File: src/rtl/occurrence_counter.sv
module occurrence_counter #(
  parameter int N = 8,
  parameter int W = 32,
  parameter logic [N*W-1:0] TABLE_INIT = '0
) (
  input  logic         clk,
  input  logic         rst_n,
  input  logic         in_valid,
  output logic         in_ready,
  input  logic [W-1:0] in_data,
  output logic         out_valid,
  input  logic         out_ready,
  output logic [W-1:0] out_count
);

  localparam int IW = (N > 1) ? $clog2(N) : 1;

  typedef enum logic [1:0] {ST_FETCH, ST_TEST, ST_STEP} st_t;

  st_t         st;
  logic [W-1:0] b_q, c_q;
  logic [IW:0]  j_q;
  logic         z_q;
  logic [W-1:0] tbl [N];

  logic done, hit;

  assign done      = j_q[IW];
  assign hit       = (tbl[j_q[IW-1:0]] == b_q);
  assign in_ready  = (st == ST_FETCH);
  assign out_valid = (st == ST_TEST) && done;
  assign out_count = c_q;

  always_ff @(posedge clk) begin
    if (!rst_n) begin
      st  <= ST_FETCH;
      b_q <= '0;
      c_q <= '0;
      j_q <= '0;
      z_q <= 1'b0;
      for (int i = 0; i < N; i++) tbl[i] <= TABLE_INIT[i*W +: W];
    end else begin
      case (st)
        ST_FETCH: if (in_valid) begin
          b_q <= in_data;
          c_q <= '0;
          j_q <= '0;
          st  <= ST_TEST;
        end
        ST_TEST: if (!done) begin
          z_q <= hit;
          st  <= ST_STEP;
        end else if (out_ready) begin
          st  <= ST_FETCH;
        end
        ST_STEP: begin
          j_q <= j_q + 1'b1;
          if (z_q) c_q <= c_q + 1'b1;
          st  <= ST_TEST;
        end
        default: st <= ST_FETCH;
      endcase
    end
  end

  assert_accept_busy_R2: assert property (@(posedge clk) disable iff (!rst_n)
    (in_valid && in_ready) |=> !in_ready);

  assert_count_bound_R8: assert property (@(posedge clk) disable iff (!rst_n)
    out_valid |-> (out_count <= W'(N)));

  assert_index_bound_R4: assert property (@(posedge clk) disable iff (!rst_n)
    j_q <= (IW+1)'(N));

  assert_step_adds_flag_R3: assert property (@(posedge clk) disable iff (!rst_n)
    (st == ST_STEP) |=> (c_q == $past(c_q) + W'($past(z_q))));

  assert_hold_on_stall_R5: assert property (@(posedge clk) disable iff (!rst_n)
    (out_valid && !out_ready) |=> (out_valid && $stable(out_count) && !in_ready));

  assert_release_R6: assert property (@(posedge clk) disable iff (!rst_n)
    (out_valid && out_ready) |=> in_ready);

endmodule

File: config.mk
export PLATFORM = sky130hd
export DESIGN_NAME = occurrence_counter
export DESIGN_NICKNAME = d
export VERILOG_FILES = /design/src/rtl/occurrence_counter.sv
export SDC_FILE = /design/constraint.sdc
export NUM_CORES = 1
export LEC_CHECK = 0
export BUFFER_PORTS_ARGS = -buffer_cell sky130_fd_sc_hd__buf_2
export CORE_UTILIZATION = 45
export CTS_BUF_LIST = sky130_fd_sc_hd__clkbuf_2
export DETAILED_ROUTE_END_ITERATION = 10
export MAX_ROUTING_LAYER = met4
export PLACE_DENSITY = 0.69
export REMOVE_ABC_BUFFERS = 1
export SYNTH_ARGS = -nofsm -noshare
export SYNTH_HDL_FRONTEND = slang
export SYNTH_SLANG_ARGS = --single-unit
File: constraint.sdc
create_clock -name clk -period 2.2 [get_ports clk]
set_clock_uncertainty 0.15 [all_clocks]
set_input_delay 0.33 -clock clk [delete_from_list [all_inputs] [get_ports clk]]
set_output_delay 0.33 -clock clk [all_outputs]
set_load 0.02 [all_outputs]
After elaboration in Yosys (flattened, before gate mapping)
Cells that the tools add are included.
{"block": "classes", "add_sub_neg": 2, "n_eq_ne": 6, "mux": 9, "bitwise": 1, "n_reduce_logical": 8}
{"operator": "$mux W32", "n": 2}
{"operator": "$pmux W32 S2", "n": 1}
{"operator": "$add A32 B1 Y32 const B", "n": 1}
{"operator": "$eq A32 B32 Y1 const A", "n": 1}
{"operator": "$pmux W4 S2", "n": 1}
{"operator": "$reduce_and A2 Y1", "n": 4}
{"operator": "$mux W2", "n": 3}
{"operator": "$pmux W2 S3", "n": 1}
{"operator": "$add A4 B1 Y4 const B", "n": 1}
{"operator": "$mux W4", "n": 1}
{"operator": "$ne A2 B2 Y1 const B", "n": 2}
{"operator": "$ne A3 B3 Y1 const B", "n": 1}
{"operator": "$reduce_and A3 Y1", "n": 1}
{"operator": "$eq A2 B1 Y1 const B", "n": 1}
{"operator": "$eq A2 B2 Y1 const B", "n": 1}
{"operator": "$logic_not A2 Y1", "n": 1}
{"operator": "$reduce_bool A2 Y1", "n": 1}
{"operator": "$logic_and A1 B1 Y1", "n": 1}
{"operator": "$not A1 Y1", "n": 1}
{"block": "totals", "ff_bits": 71, "input_bits": 36, "out_inout_bits": 34, "wordCells": 31}

Longest topological paths before layout
{"block": "depth", "ltp_word": 3, "depth_mapped": 7}

Least setup slack after synthesis
No wires, ideal clock.
{"block": "synth_path", "path_kind": "reg2reg", "start": "register c_q[18] (netlist: out_count[18])", "end": "register c_q[28] (netlist: out_count[28])", "setup_time_ns": 0.070, "arrival_ns": 1.938, "t_required_ns": 1.980, "setup_slack_ns": 0.042, "stages_incl_launch_ff": 6, "period_less_slack_ns": 2.158, "cell_sequence": "dfxtp_1 -> nand4_1 -> or4_1 -> clkbuf_1 -> or4_1 -> a21oi_1"}
{"block": "synth_via", "elab_chain_len": 3}
{"item": "from (decl)", "line_no": "21", "rtl": "logic [W-1:0] b_q, c_q;"}
{"item": "from (signal assigned)", "line_no": "58", "rtl": "if (z_q) c_q <= c_q + 1'b1;"}
{"item": "$add A32 B1 Y32", "line_no": "58"}
{"item": "$mux W32", "line_no": "58"}
{"item": "$pmux W32 S2", "line_no": "43", "rtl": "case (st)"}
Every way passes these cells. The select of a mux whose other input is x is not followed.
A chain may end at the register's enable or synchronous reset.

Final worst setup path
{"block": "layout_path", "start": "register st[0]", "end": "register c_q[12] (netlist: out_count[12])"}
{"block": "layout_via", "elab_chain_len": 3}
{"item": "from (decl)", "line_no": "20", "rtl": "st_t st;"}
{"item": "from (signal assigned)", "line_no": "36", "rtl": "st <= ST_FETCH;"}
{"item": "from (signal assigned)", "line_no": "48", "rtl": "st <= ST_TEST;"}
{"item": "from (signal assigned)", "line_no": "52", "rtl": "st <= ST_STEP;"}
{"item": "$eq A2 B2 Y1 / $logic_not A2 Y1 (equally long branches)", "line_no": "43"}
{"item": "$ne A2 B2 Y1 (no source line) / $reduce_bool A2 Y1 (equally long branches)"}
{"item": "$reduce_and A3 Y1 (no source line)"}
Parallel ways exist; a longest one is shown, timed or not.

==> impl_metrics.env <==
export IMPL_root_buffer="clkbuf_2"
export IMPL_maxCapViolCount=0
export IMPL_cp_startpoint="st[0]"
export IMPL_critPathBufInv=1
export IMPL_yosys_top_cells_area="dfxtp_1 (46%), nand2_1 (11%), a21oi_1 (8.1%), or3_1 (3.2%), mux2i_1 (2.9%)"
export IMPL_rows=29
export IMPL_postLayoutCellArea_sq_um=4310
export IMPL_r2r_cells=5
export IMPL_synth_area_per_cell_sq_um=8.18
export IMPL_place_detailed_hpwl_um=5180
export IMPL_setup_ws_ps=0.738
export IMPL_crit_chain="or3b_4, a2111o_2, buf_6, or3_1, a21oi_2"
export IMPL_syn_area_sq_um=3080
export IMPL_io_pins=70
export IMPL_fin_crit_sh_pct=100
export IMPL_maxSlewViolCount=0
export IMPL_synth_top_cell_area_share_pct=46.1
export IMPL_cts_reportedPaths_clkPinSlew_ps=210
export IMPL_cp_required_ps=2490
export IMPL_crit_path_start_kind="flip-flop"
export IMPL_async_flop_share_pct=0
export IMPL_grt_pass1_vias=2903
export IMPL_final_util_pct=66.3
export IMPL_place_ws_ps=-71.3
export IMPL_outcome="complete, but fails checks"
export IMPL_synthCells=377
export IMPL_htreeDepth=3
export IMPL_finalHoldViolCount=0
export IMPL_reg2reg_from="st[0]"
export IMPL_power_leakage_nw=1.72
export IMPL_drive_above_1_share_pct=28.8
export IMPL_synthTopCellsByCount="nand2_1 (88), dfxtp_1 (71), a21oi_1 (50), clkbuf_1 (18), nor2_1 (17)"
export IMPL_min_delay_start="in_valid"
export IMPL_core_area_sq_um=6490
export IMPL_yosysWarnings=0
export IMPL_cts_sinks=71
export IMPL_ys_seq_elements=71
export IMPL_dieHeight_um=84.8
export IMPL_regToRegSetupSlack_ps=0.7
export IMPL_min_period_ps=2200
export IMPL_clockBufferDepth=2
export IMPL_grt_first_pass_wirelength_um=13200
export IMPL_grt_max_degree=39
export IMPL_port_buffers=69
export IMPL_wl_um=8220
export IMPL_slew_headroom_pct=48.0
export IMPL_grt_setup_unrepaired="yes"
export IMPL_hold_path_depth=4
export IMPL_clock_latency_ps=490
export IMPL_drt_iter0_drc=153
export IMPL_vias=3177
export IMPL_drc_errors=3
export IMPL_cpPeakStageDelay_ps=590
export IMPL_cpMaxStageDelayCell="a2111o_2"
export IMPL_synth_edff_count=0
export IMPL_path_delay_family="compound AO/OA/AOI/OAI gates"
export IMPL_synth_most_common_cell="nand2_1"
export IMPL_overflow=0
export IMPL_fp_dieW_um=84.8
export IMPL_synth_seq_area_share_pct=46.1
export IMPL_synthToLayoutAreaGrowth_pct=39.7
export IMPL_powerDensity_nw_per_um2=581
export IMPL_cts_buffers=9
export IMPL_arrival_ps=2490
export IMPL_cts_tree="done"
export IMPL_antenna_cells=0
export IMPL_gp_congestion=0.793
export IMPL_design_die_area_sq_um=7190
export IMPL_setup_viol=0
export IMPL_r2r_end="out_count[12]"
export IMPL_routed_via_density=5.44
export IMPL_critPathMaxFanout=8
export IMPL_synth_cell_types=40
export IMPL_grt_usage_pct=23.8
export IMPL_synth_largest_area_cell="dfxtp_1"
export IMPL_antenna_found_initial=0
export IMPL_ir_worst_vdd_v=0.000361
export IMPL_final_nets=540
export IMPL_wire_per_inst_um=14.1
export IMPL_path_class="reg2reg"
export IMPL_holdPathEnd="st[0]"
export IMPL_min_path_type="in2reg"
export IMPL_endpoint_kind="flip-flop"
export IMPL_fmax_mhz=455
export IMPL_first_pass_iters=11
export IMPL_antenna_left=0
export IMPL_yosys_most_used_dff="dfxtp_1"
export IMPL_initial_utilization_pct=47.5
export IMPL_worstMarginPinSlew_ps=777
export IMPL_dpl_instance_area_sq_um=3680
export IMPL_violations="DRC"
worst register-to-register path: cells and delay by family, from the launching register on:
| kind | cells | cell delay [ps] |
|---|---|---|
| AO/OA/AOI/OAI | 2 | 740 |
| flip-flops | 1 | 390 |
| buffers and inverters | 1 | 180 |
| AND/OR/NAND/NOR | 2 | 700 |
worst max-delay path by stage:
stage	endpoint	slack [ps]	cells past startpoint
4_1_cts	out_count[30]	9	5
6_report	out_count[12]	0.7	5
3_5_place_dp	out_count[28]	-70	5
2_1_floorplan	out_count[21]	-1660	4
3_3_place_gp	out_count[28]	-20	5
5_1_grt	out_count[30]	-80	5
final cells by class:
cell class / instances / area [sq um]
clock buffer: 10 / 50.0
clock inverter: 6 / 93.8
fill: 551 / 2190
inverter: 6 / 22.5
multi-input combinational: 277 / 1640
sequential: 71 / 1430
tap: 77 / 96.3
timing repair buffer: 137 / 972
through the flow:
step | hold slack (ps) | TNS, ps | cells | power [mW]
after floorplan | 286 | -55640 | 354 | 1.50
after global placement | 293 | -68.1 | 531 | 1.59
after detailed placement | 299 | -298 | 531 | 1.59
after CTS | 99.1 | 0 | 581 | 2.52
after global routing | 124 | -433 | 584 | 2.62
final | 146 | 0 | 584 | 2.50
repair_timing:
action | CTS | global route
hold buffers | 34 | 0
gates resized for setup | 3 | 29
buffers inserted | 0 | 3
endpoints found under the setup margin | 3 | 17
pin swaps | 0 | 9
hold endpoints to repair | 34 | 0
cell families (layout without fill, tap and decap cells):
kind of cell             count (synthesis)  after routing  share of synthesized area [%]
AND/OR/NAND/NOR                        178            178                           28.2
AO/OA/AOI/OAI                           81             81                           16.0
flip-flops                              71             71                           46.1
buffers and inverters                   29            159                           3.90
multiplexers                            10             10                           3.29
XOR/XNOR                                 6              6                           1.70
adder cells (fa/ha/maj)                  2              2                          0.812
flip-flops by register name, summed over array words and instances, names as in the netlist:
signal,flops
b_q,32
out_count,32
j_q,4
st,2
z_q,1
routing by layer:
metal / track usage [%] / routed length [um] / vias up
met1: 29.8 / 3820 / 1462
met3: 4.03 / 307 / 17
met5: - / 0 / -
met2: 37.7 / 3920 / 96
li1: - / - / 1602
met4: 10.9 / 170 / 0
where the power goes:
| part | internal, mW | switching [mW] |
|---|---|---|
| combinational | 0.135 | 0.141 |
| sequential | 1.33 | 0.0216 |
| clock | 0.389 | 0.488 |
layout by cell type, fill, tap and decap left out, types with 6 or more instances in the layout:
| cell type | count |
|---|---|
| or3_1 | 16 |
| nor4_1 | 9 |
| a21oi_2 | 8 |
| buf_4 | 28 |
| dlygate4sd3_1 | 34 |
| nand2_1 | 88 |
| xor2_1 | 6 |
| inv_1 | 6 |
| mux2i_1 | 9 |
| buf_2 | 69 |
| dfxtp_1 | 69 |
| nand3_1 | 9 |
| nor2_1 | 17 |
| o21ai_0 | 8 |
| a21oi_1 | 42 |
| clkbuf_2 | 10 |
| nand4_1 | 11 |
Power figures use the tool's default switching activity.
